## src/rtl/bitperm_pkg.sv

```systemverilog
package bitperm_pkg;
  localparam int unsigned DW  = 32;
  localparam int unsigned SW  = $clog2(DW);
  localparam int unsigned OPW = 4;

  typedef enum logic [OPW-1:0] {
    OP_REV32  = 4'd0,
    OP_REV16  = 4'd1,
    OP_REVSH  = 4'd2,
    OP_BITREV = 4'd3,
    OP_LZC    = 4'd4,
    OP_SXB    = 4'd5,
    OP_SXH    = 4'd6,
    OP_UXB    = 4'd7,
    OP_UXH    = 4'd8,
    OP_SXB2   = 4'd9,
    OP_UXB2   = 4'd10,
    OP_BFXU   = 4'd11,
    OP_BFXS   = 4'd12,
    OP_BFCLR  = 4'd13,
    OP_BFINS  = 4'd14,
    OP_RSVD   = 4'd15
  } op_e;
endpackage

```

## src/rtl/bitperm_swap.sv

```systemverilog
// Byte/bit reordering and leading-zero count.
module bitperm_swap
  import bitperm_pkg::*;
#(
  parameter int unsigned W = DW
) (
  input  op_e          op,
  input  logic [W-1:0] a,
  output logic [W-1:0] res
);
  localparam int unsigned NB = W / 8;
  localparam int unsigned NH = W / 16;
  localparam int unsigned CW = $clog2(W + 1);

  logic [W-1:0]  rev_word, rev_half, rev_shs, bit_rev;
  logic [CW-1:0] zcnt;

  for (genvar b = 0; b < NB; b++) begin : g_byte
    assign rev_word[8*b +: 8] = a[8*(NB-1-b) +: 8];
  end

  for (genvar h = 0; h < NH; h++) begin : g_half
    assign rev_half[16*h +: 8]     = a[16*h + 8 +: 8];
    assign rev_half[16*h + 8 +: 8] = a[16*h +: 8];
  end

  assign rev_shs = {{(W-16){a[7]}}, a[7:0], a[15:8]};

  for (genvar i = 0; i < W; i++) begin : g_bit
    assign bit_rev[i] = a[W-1-i];
  end

  // Scan upward; the highest set bit is the last one to write.
  always_comb begin
    zcnt = CW'(W);
    for (int i = 0; i < W; i++) begin
      if (a[i]) zcnt = CW'(W - 1 - i);
    end
  end

  always_comb begin
    case (op)
      OP_REV32:  res = rev_word;
      OP_REV16:  res = rev_half;
      OP_REVSH:  res = rev_shs;
      OP_BITREV: res = bit_rev;
      OP_LZC:    res = {{(W-CW){1'b0}}, zcnt};
      default:   res = '0;
    endcase
  end
endmodule

```

## src/rtl/bitperm_extend.sv

```systemverilog
// Byte rotation followed by single or dual extension and optional add.
module bitperm_extend
  import bitperm_pkg::*;
#(
  parameter int unsigned W = DW
) (
  input  op_e          op,
  input  logic [W-1:0] a,
  input  logic [W-1:0] b,
  input  logic [1:0]   rot,
  input  logic         acc,
  output logic [W-1:0] res
);
  localparam int unsigned H = W / 2;

  logic [2*W-1:0] dbl;
  logic [W-1:0]   r;
  logic [W-1:0]   single, addend;
  logic [H-1:0]   lo_ext, hi_ext, lo_sum, hi_sum;
  logic           sgn;

  assign dbl = {a, a} >> {rot, 3'b000};
  assign r   = dbl[W-1:0];
  assign sgn = (op == OP_SXB2);

  always_comb begin
    case (op)
      OP_SXB:  single = {{(W-8){r[7]}}, r[7:0]};
      OP_SXH:  single = {{(W-16){r[15]}}, r[15:0]};
      OP_UXB:  single = {{(W-8){1'b0}}, r[7:0]};
      default: single = {{(W-16){1'b0}}, r[15:0]};
    endcase
  end

  assign addend = acc ? b : '0;
  assign lo_ext = {{(H-8){sgn & r[7]}}, r[7:0]};
  assign hi_ext = {{(H-8){sgn & r[H+7]}}, r[H +: 8]};
  assign lo_sum = lo_ext + addend[H-1:0];
  assign hi_sum = hi_ext + addend[W-1:H];

  always_comb begin
    case (op)
      OP_SXB, OP_SXH, OP_UXB, OP_UXH: res = single + addend;
      OP_SXB2, OP_UXB2:               res = {hi_sum, lo_sum};
      default:                        res = '0;
    endcase
  end
endmodule

```

## src/rtl/bitperm_field.sv

```systemverilog
// Bitfield extract (signed/unsigned), clear and insert.
module bitperm_field
  import bitperm_pkg::*;
#(
  parameter int unsigned W = DW
) (
  input  op_e           op,
  input  logic [W-1:0]  a,
  input  logic [W-1:0]  dst,
  input  logic [SW-1:0] lsb,
  input  logic [SW-1:0] msb,
  output logic [W-1:0]  res
);
  logic [W-1:0]  mask, shifted, ux, sx, ins, clr;
  logic [SW-1:0] top;
  logic          sign, bad;

  assign bad     = (msb < lsb);
  assign top     = msb - lsb;
  assign shifted = a >> lsb;
  assign sign    = a[msb];

  always_comb begin
    for (int i = 0; i < W; i++) begin
      mask[i] = (SW'(i) >= lsb) && (SW'(i) <= msb);
      ux[i]   = (SW'(i) <= top) ? shifted[i] : 1'b0;
      sx[i]   = (SW'(i) <= top) ? shifted[i] : sign;
    end
  end

  assign clr = dst & ~mask;
  assign ins = ((a << lsb) & mask) | clr;

  always_comb begin
    if (bad) begin
      res = dst;
    end else begin
      case (op)
        OP_BFXU:  res = ux;
        OP_BFXS:  res = sx;
        OP_BFCLR: res = clr;
        OP_BFINS: res = ins;
        default:  res = dst;
      endcase
    end
  end
endmodule

```

## src/rtl/bitperm_unit.sv

```systemverilog
module bitperm_unit
  import bitperm_pkg::*;
#(
  parameter int unsigned W = DW
) (
  input  logic           clk,
  input  logic           rst_n,
  input  logic           in_valid,
  output logic           in_ready,
  input  logic [OPW-1:0] in_op,
  input  logic [W-1:0]   in_a,
  input  logic [W-1:0]   in_b,
  input  logic [W-1:0]   in_dst,
  input  logic [1:0]     in_rot,
  input  logic           in_acc,
  input  logic [SW-1:0]  in_lsb,
  input  logic [SW-1:0]  in_msb,
  output logic           out_valid,
  input  logic           out_ready,
  output logic [W-1:0]   out_result
);
  op_e          op;
  logic [W-1:0] swap_res, ext_res, fld_res, nxt;

  assign op = op_e'(in_op);

  bitperm_swap #(.W(W)) u_swap (
    .op  (op),
    .a   (in_a),
    .res (swap_res)
  );

  bitperm_extend #(.W(W)) u_ext (
    .op  (op),
    .a   (in_a),
    .b   (in_b),
    .rot (in_rot),
    .acc (in_acc),
    .res (ext_res)
  );

  bitperm_field #(.W(W)) u_fld (
    .op  (op),
    .a   (in_a),
    .dst (in_dst),
    .lsb (in_lsb),
    .msb (in_msb),
    .res (fld_res)
  );

  always_comb begin
    case (op)
      OP_REV32, OP_REV16, OP_REVSH, OP_BITREV, OP_LZC: nxt = swap_res;
      OP_SXB, OP_SXH, OP_UXB, OP_UXH, OP_SXB2, OP_UXB2: nxt = ext_res;
      OP_BFXU, OP_BFXS, OP_BFCLR, OP_BFINS:            nxt = fld_res;
      default:                                         nxt = '0;
    endcase
  end

  assign in_ready = !out_valid || out_ready;

  always_ff @(posedge clk or negedge rst_n) begin
    if (!rst_n) begin
      out_valid  <= 1'b0;
      out_result <= '0;
    end else if (in_ready) begin
      out_valid <= in_valid;
      if (in_valid) out_result <= nxt;
    end
  end
endmodule

```

## config.mk

```make
export PLATFORM = sky130hd
export DESIGN_NAME = bitperm_unit
export DESIGN_NICKNAME = d
export VERILOG_FILES = /design/src/rtl/bitperm_pkg.sv /design/src/rtl/bitperm_swap.sv /design/src/rtl/bitperm_extend.sv /design/src/rtl/bitperm_field.sv /design/src/rtl/bitperm_unit.sv
export SDC_FILE = /design/constraint.sdc
export NUM_CORES = 1
export LEC_CHECK = 0
export ABC_AREA = 1
export BUFFER_PORTS_ARGS = -buffer_cell sky130_fd_sc_hd__buf_4
export CAP_MARGIN = 25
export CORE_ASPECT_RATIO = 0.9
export CORE_MARGIN = 5
export CORE_UTILIZATION = 61
export CTS_CLUSTER_DIAMETER = 150
export DETAILED_ROUTE_END_ITERATION = 8
export GPL_TIMING_DRIVEN = 1
export HOLD_SLACK_MARGIN = 0.1
export PLACE_DENSITY = 0.84
export SLEW_MARGIN = 30
export SYNTH_ARGS = -nofsm -noshare
export SYNTH_HDL_FRONTEND = slang
export SYNTH_SLANG_ARGS = --single-unit
```

## constraint.sdc

```tcl
create_clock -name clk -period 1.69 [get_ports clk]
set_input_delay 0.338 -clock clk [delete_from_list [all_inputs] [get_ports clk]]
set_output_delay 0.338 -clock clk [all_outputs]
set_load 0.01 [all_outputs]
```

==> metrics.cfg, run 1 <==
[synth]
ys_types=67
synth-seq-cells=33
yosysWarnings=0
synthCells=2046
async_flop_share=1.00
synth-seq-area-share=0.0744
synth-edff-count=0
ys.flop_type=dfrtp_1
syn-num-nets=2224
netlist_area_um2=11100
syn_avg_cell_area_um2=5.42

[clock_tree]
cts_resized=298
cts-buffers-inserted=5
ctsHtreeMaxLevel=2
cts_max_path_buffers=2
cts_setup_buffers=58
clock_sinks=33
root_buffer=clkbuf_16
holdBufCountCts=1

[place]
dp_slack_ps=-2170
gp_congestion=1.35
place.port_buffers=150
hpwl_um=59400

[floorplanning]
initial_core_util=0.626
fp.dieW_um=152
io_pins=151
rows=46
fp.dieH_um=138

[outcome]
haltStage=4_1_cts
error_line=[ERROR DPL-0038] Utilization greater than 100%, impossible to legalize
status=did not finish

[kinds of logic after synthesis]
kind of cell	after synthesis	synth area share
AOI/OAI and AO/OA	692	0.381
xor gates and xnor gates	14	0.0111
adders and majority gates	61	0.0708
buffers and inverters	364	0.134
DFF	33	0.0744
muxes	11	0.00993
and+or+nand+nor	871	0.318
[cell usage after synthesis (5+ instances only)]
library cell,n,area [um2]
a2111oi_0,5,43.8
a211oi_1,10,75.1
a21o_1,6,45.0
a21oi_1,178,891
a21oi_2,6,52.6
a221oi_1,13,114
a22oi_1,9,67.6
a31oi_1,27,169
buf_1,8,30.0
buf_2,33,165
buf_6,8,90.1
clkbuf_1,57,214
clkinv_1,5,18.8
dfrtp_1,33,826
ha_1,58,726
inv_1,235,882
inv_2,11,41.3
mux2i_1,11,110
nand2_1,543,2040
nand2_2,9,56.3
nand3_1,62,310
nand4_1,12,75.1
nor2_1,193,724
nor3_1,21,105
nor4_1,8,50.1
o2111ai_1,32,280
o211ai_1,36,270
o21a_1,5,37.5
o21ai_0,237,1190
o21ai_1,25,125
o21ai_2,8,70.1
o21bai_1,5,37.5
o221ai_1,23,201
o22ai_1,26,163
o311ai_0,7,61.3
o31ai_1,7,52.6
or2_2,10,62.6
xor2_1,10,87.6
[per-stage QoR]
stage	TNS, ps	instances	util	cell area, um2
2_1_floorplan	-37620	2046	-	11400
3_3_place_gp	-47950	2936	0.948	16800
3_5_place_dp	-55440	2936	0.948	16800
==> run 2, diff against run 1 <==
Settings changed: CORE_ASPECT_RATIO 0.9 to not set, CORE_UTILIZATION 61 to 40, CTS_CLUSTER_DIAMETER 150 to not set, HOLD_SLACK_MARGIN 0.1 to not set, PLACE_DENSITY 0.84 to not set, PLACE_DENSITY_LB_ADDON set to 0.15.
==> run 2 against run 1 <==
Synthesized cell count stayed put. Area after synthesis unchanged. The flow now finishes, with violations (hold timing, setup timing).
==> metrics.cfg, run 2 <==
[layout]
fill_cells=2246
nets=3017
largest_register_ffs=32
registers.top_by_ff_count=out_result
diodes=0
final_common_cell=buf_4
final_cell_mix=buf_4 (836), nand2_1 (493), inv_1 (216), nor2_1 (175), o21ai_0 (157)
reg.largest.list=out_result: 32 flops, out_valid: 1 flops
area_delta_synth_final_pct=77.3
drive_above_1_share=0.421
postLayoutCellArea_um2=19700

[synth]
async_flop_share=1.00  ; unchanged
synthCells=2046  ; unchanged
synth-seq-cells=33  ; unchanged
synth_top_area_share=0.184  ; unchanged
synth-edff-count=0  ; unchanged
ys_types=67  ; unchanged
synthTopCellsByCount=nand2_1 (543), o21ai_0 (237), inv_1 (235)  ; unchanged
synth-seq-area-share=0.0744  ; unchanged
yosysMostFrequentCell=nand2_1  ; unchanged
syn-num-nets=2224  ; unchanged
yosys.area.top_type=nand2_1  ; unchanged
ys.flop_type=dfrtp_1  ; unchanged
syn_avg_cell_area_um2=5.42  ; unchanged
netlist_area_um2=11100  ; unchanged
yosysWarnings=0  ; unchanged
yosys-top-cells-area=nand2_1 (18%), o21ai_0 (11%), a21oi_1 (8.0%)  ; unchanged

[worst_setup_path]
slowest_stage=o21ai_0
worstPathArrival_ps=3410
crit_chain=buf_12 > buf_12 > buf_8 > nand2_1 > o21ai_1 > o21ai_0 > buf_4 > ha_1 > inv_1 > buf_4 > o21bai_1 > nand2_1 > nand2_1 > a21oi_2 > nor2_1 > o21ai_1 > nand2_1 > buf_4 > buf_4 > o21ai_0 > o2111ai_2 > nand2_1 > nand2_1
cp-start-kind=input port
slowest_delay_ps=360
cp_max_fo=8
cpMostUsedCell=nand2_1
required_ps=1870
end_kind=register
worst_path_dominant_cell_family=compound AO/OA/AOI/OAI gates
cp_num_buf_inv=8
crit_type=in -> reg

[global_route]
grt_antenna_before_repair=0
overflow=0
grt_first_pass_wirelength_um=106000
grt_max_degree=34
grtUsageTotal=0.442
grt_pass1_vias=18500

[clock_tree]
clk_pin_slew_ps=80
cts_max_path_buffers=2  ; unchanged
root_buffer=clkbuf_16  ; unchanged
cts-buffers-inserted=5  ; unchanged
holdBufCountCts=0  ; was 1
clock_sinks=33  ; unchanged
ctsHtreeMaxLevel=2  ; unchanged
worst_skew_pair.late_latency_ps=300
tritoncts=built

[floorplanning]
rows=61  ; was 46
coreArea_um2=27600
io_pins=151  ; unchanged
fp.dieH_um=177  ; was 138 um
fp.dieW_um=177  ; was 152 um
initial_core_util=0.403  ; was 0.626
design.die.area_um2=31200

[min_path]
hold_class=in -> async

[timing]
rsz0062_at_grt=yes
hold_violations=3
setup_viol=32
clock_skew_ps=14.6
finalCritPeriodShare=1.91
finalMaxSlewViolations=0
fmax_mhz=310
hold_ws_ps=-10.7
min_period_ps=3230
max-slew-margin-rel=0.349
tightest_slew_ps=964
finalWorstSetupSlack_ps=-1540

[power_and_ir_drop]
peakVddDrop_mv=0.463
p_int_uw=4800
p_clk_frac=0.105
power_leakage_uw=0.0100
power.share.switching=0.491
p_sw_uw=4630
p_seq_frac=0.113
p_comb_frac=0.782
cellPowerDensity_nw_per_um2=480

[routing]
ant_nets=0
viasPerCell=6.07
dr.pass1.iters=7
drt_iter0_drc=2773
drcViolationCount=0
dr_total_vias=19500
post_drt_wl_per_cell_um=23.3
drt_wl_total_um=75100

[place]
dpl-instance-area_um2=17600  ; was 16800 um2
hpwl_um=58300  ; was 59400 um
dp_slack_ps=-2050  ; was -2170 ps
gp_congestion=1.11  ; was 1.35
place.port_buffers=150  ; unchanged

[outcome]
violations=hold timing, setup timing
status=finished with violations  ; was did not finish

[run]
max_cap_violations=0

-- run 2: cell counts after synthesis --
Identical to the previous run, type by type.
-- run 2: layer usage --
metal	vias up	global-route usage	routed length [um]	share of wire
li1	8645	-	-	-
met2	1488	0.712	32700	0.44
met1	8949	0.535	26800	0.36
met5	-	0	0	0
met3	448	0.0741	8140	0.11
met4	0	0.313	7500	0.10
-- run 2: kinds of logic after synthesis --
kind of cell,count (synthesis),share of synthesized area
xor+xnor,14,0.0111
compound gates,692,0.381
buf+inv,364,0.134
fa+ha+maj,61,0.0708
simple gates,871,0.318
flops,33,0.0744
mux,11,0.00993
-- run 2: worst paths after layout --
path                                start        endpoint  slack, ps  depth (start not counted)
min                                 rst_n  out_result[30]        -10                          1
min reg2reg                out_result[27]  out_result[27]        480                          2
max reg2reg                     out_valid  out_result[26]        120                          6
min in group clk                out_ready       out_valid        340                          4
max in group asynchronous           rst_n  out_result[15]       1360                          1
max                             in_rot[0]  out_result[25]      -1540                         23
-- run 2: cell type report --
cell class | instances | area [um2] | share of cell area
multi-input combinational | 1649 | 10100 | 0.512
timing repair buffer | 896 | 7150 | 0.364
inverter | 253 | 993 | 0.0505
sequential | 33 | 826 | 0.0420
tap | 378 | 473 | 0.0240
clock buffer | 5 | 125 | 0.00636
clock inverter | 3 | 17.5 | 0.000891
timing repair inverter | 1 | 5.00 | 0.000254
-- run 2: power by group through the flow --
| stage | Combinational (uW) | Sequential, uW | Clock (uW) |
|---|---|---|---|
| finish | 7380 | 1070 | 989 |
| global route | 7720 | 1080 | 996 |
| CTS | 6690 | 1060 | 953 |
| detailed placement | 6120 | 1070 | 0 |
| global placement | 6040 | 1070 | 0 |
| floorplan | 2640 | 1120 | 0 |
-- run 2: through the flow --
stage	hold WS [ps]	TNS (ps)	utilization	power [uW]	std cells
after CTS	4.98	-37130	0.689	8710	3203
after global routing	11.0	-45310	0.714	9790	3218
after floorplan	42.4	-37620	-	3760	2046
after detailed placement	313	-54620	0.640	7190	3154
after global placement	310	-51530	0.640	7110	3154
final	-10.7	-40770	0.714	9430	3218
-- run 2: what timing repair did --
| action | 4_1_cts | 5_1_grt |
|---|---|---|
| resized for setup | 233 | 133 |
| pin swaps | 101 | 135 |
| cloned | 4 | 0 |
| setup endpoints to repair | 32 | 32 |
| buffers inserted | 42 | 21 |
Power figures use the tool's default switching activity.
==> run 3, diff against run 2 <==
Settings changed: CORE_UTILIZATION 40 to 25.
Clock period 1.69 ns to 3.15 ns, I/O delays scaled along.
==> run 3 against run 2 <==
The flow finishes with violations (setup timing). Flip-flop and latch count is the same. Cell count grew 5.0%. Critical endpoint is now out_result[22]. Combinational power shrank 47%. Largest power group unchanged. Non-clock buffer count shrank 54. Clock power shrank 33%. Sequential power shrank 47%. Largest cell class unchanged. Hold slack gained 290 ps.
==> metrics.cfg, run 3 (synthesized netlist as in run 2, its figures left out) <==
[global_route]
grtUsageTotal=0.310  ; was 0.442
grt_first_pass_wirelength_um=112000  ; was 106000 um
grt_max_degree=44  ; was 34
grt_pass1_vias=17500  ; was 18500
overflow=0  ; unchanged
grt_antenna_before_repair=1  ; was 0

[layout]
final_cell_mix=buf_4 (792), nand2_1 (506), inv_1 (209), nor2_1 (170), o21ai_0 (151)  ; was buf_4 (836), nand2_1 (493), inv_1 (216), nor2_1 (175), o21ai_0 (157)
reg.largest.list=out_result: 32 flops, out_valid: 1 flops  ; unchanged
drive_above_1_share=0.416  ; was 0.421
area_delta_synth_final_pct=75.9  ; was 77.3%
largest_register_ffs=32  ; unchanged
nets=2962  ; was 3017
fill_cells=4774  ; was 2246
final_common_cell=buf_4  ; unchanged
registers.top_by_ff_count=out_result  ; unchanged
utilization=0.443  ; was 0.714

[worst_setup_path]
crit_type=in -> reg  ; unchanged
required_ps=3340  ; was 1870 ps
cp-start-kind=input port  ; unchanged
worstPathArrival_ps=3590  ; was 3410 ps
end_kind=register  ; unchanged
cp_max_fo=8  ; unchanged

[timing]
finalCritPeriodShare=1.08
tightest_slew_ps=783  ; was 964 ps
finalWorstSetupSlack_ps=-252  ; was -1540 ps
finalMaxSlewViolations=0  ; unchanged
clock_skew_ps=11.2  ; was 14.6 ps
rsz0062_at_grt=yes  ; unchanged
min_period_ps=3400
setup_viol=21  ; was 32
fmax_mhz=294
max-slew-margin-rel=0.472  ; was 0.349
hold_violations=0  ; was 3

[power_and_ir_drop]
cellPowerDensity_nw_per_um2=263  ; was 480 nW/um2
p_comb_frac=0.760  ; was 0.782
p_sw_uw=2450  ; was 4630 uW
power.total_uw=5140  ; was 9430 uW
p_clk_frac=0.128  ; was 0.105
p_seq_frac=0.111  ; was 0.113
p_int_uw=2690  ; was 4800 uW
peakVddDrop_mv=0.175  ; was 0.463 mV
power_leakage_uw=0.00975  ; was 0.0100 uW
power.share.switching=0.476  ; was 0.491

[clock_tree]
ctsHtreeMaxLevel=2  ; unchanged
cts_max_path_buffers=2  ; unchanged
clock_sinks=33  ; unchanged
cts-buffers-inserted=5  ; unchanged
tritoncts=built  ; unchanged
worst_skew_pair.late_latency_ps=300  ; about the same
holdBufCountCts=0  ; unchanged
clk_pin_slew_ps=70  ; was 80 ps
root_buffer=clkbuf_16  ; unchanged

[place]
gp_congestion=1.13  ; was 1.11
place.port_buffers=150  ; unchanged
hpwl_um=66700  ; was 58300 um

[floorplanning]
rows=77  ; was 61
fp.dieH_um=221  ; was 177 um
fp.dieW_um=221  ; was 177 um
design.die.area_um2=48700  ; was 31200 um2
io_pins=151  ; unchanged
coreArea_um2=44000  ; was 27600 um2
initial_core_util=0.252  ; was 0.403

[outcome]
violations=setup timing  ; was hold timing, setup timing
status=finished with violations  ; unchanged

[routing]
dr.pass1.iters=6  ; was 7
drt_iter0_drc=1765  ; was 2773
ant_nets=0  ; unchanged
post_drt_wl_per_cell_um=23.5  ; was 23.3 um
drt_wl_total_um=79300  ; was 75100 um
drcViolationCount=0  ; unchanged
viasPerCell=5.32  ; was 6.07
dr_total_vias=18000  ; was 19500

[run]
max_cap_violations=0  ; unchanged

[min_path]
hold_class=in -> async  ; unchanged

-- run 3: cell count changes in the layout (fill, tap and decap cells not counted), moves of 5 or more --
cell / previous run / this run
o21ai_2: 40 / 46
buf_4: 836 / 792
inv_2: 22 / 29
nand2_1: 493 / 506
nand2_2: 42 / 31
inv_1: 216 / 209
o21ai_0: 157 / 151
a21oi_2: 29 / 39
a21oi_1: 146 / 138
nor2_1: 175 / 170
-- run 3: power groups by stage --
stage	registers [uW]	clock network (uW)	logic, uW
finish	572	660	3910
global route	579	685	4140
CTS	572	668	3610
detailed placement	578	0	3390
global placement	577	0	3400
floorplan	600	0	1370
-- run 3: path summary, 6_finish.rpt --
kind	startpoint	to	slack [ps]	cells after the start
min reg2reg	out_result[11]	out_result[11]	480	2
max in group asynchronous	rst_n	out_result[10]	2510	1
max reg2reg	out_valid	out_result[4]	1520	6
min	rst_n	out_result[30]	280	1
min in group clk	out_result[11]	out_result[11]	480	2
max	in_rot[0]	out_result[22]	-250	21
-- run 3: final cells by class --
cell class	instances	area, um2	share of cell area
clock buffers	5	125	0.00641
repair buffers	842	6680	0.342
multi-input cells	1649	10100	0.518
well taps	592	741	0.0380
clock inverters	3	65.1	0.00333
flip-flops and latches	33	826	0.0423
inverters	253	978	0.0501
diodes	1	2.50	0.000128
-- run 3: worst max-delay path, stage by stage --
cell and delay [ps]:
buf_16 120, buf_4 160, buf_4 140, o21ai_0 160
nand3_1 150, nand2_1 120, ha_1 270, a21oi_1 230
o21ai_2 100, a21oi_2 150, inv_2 80, buf_6 120
a31oi_4 210, o31ai_4 100, nand4_1 80, o211ai_1 130
buf_4 170, o21ai_4 190, o2111ai_2 130, nand2_1 70
nand2_1 70
-- run 3: repair_timing --
action | in CTS | in global routing
buffers inserted | 30 | 26
cloned | 1 | 2
pin swaps | 64 | 110
setup endpoints to repair | 31 | 31
resized for setup | 190 | 212
-- run 3: metrics by stage --
stage	std cells	setup WS [ps]	hold WS, ps	TNS (ps)	area, um2
2_1_floorplan	2046	-468	334	-3940	11200
3_3_place_gp	3322	-938	467	-19490	17500
3_5_place_dp	3322	-955	469	-20150	17500
4_1_cts	3355	-263	303	-2520	18500
5_1_grt	3377	-460	319	-7160	19500
6_report	3378	-252	284	-2660	19500
-- run 3: per-layer routing --
layer / share of wire / vias up / track usage / wire length [um]
met2: 0.47 / 745 / 0.536 / 37600
met1: 0.40 / 8506 / 0.381 / 32000
met4: 0.063 / 0 / 0.154 / 4970
met3: 0.060 / 192 / 0.0350 / 4770
li1: - / 8529 / - / -
met5: 0 / - / 0 / 0
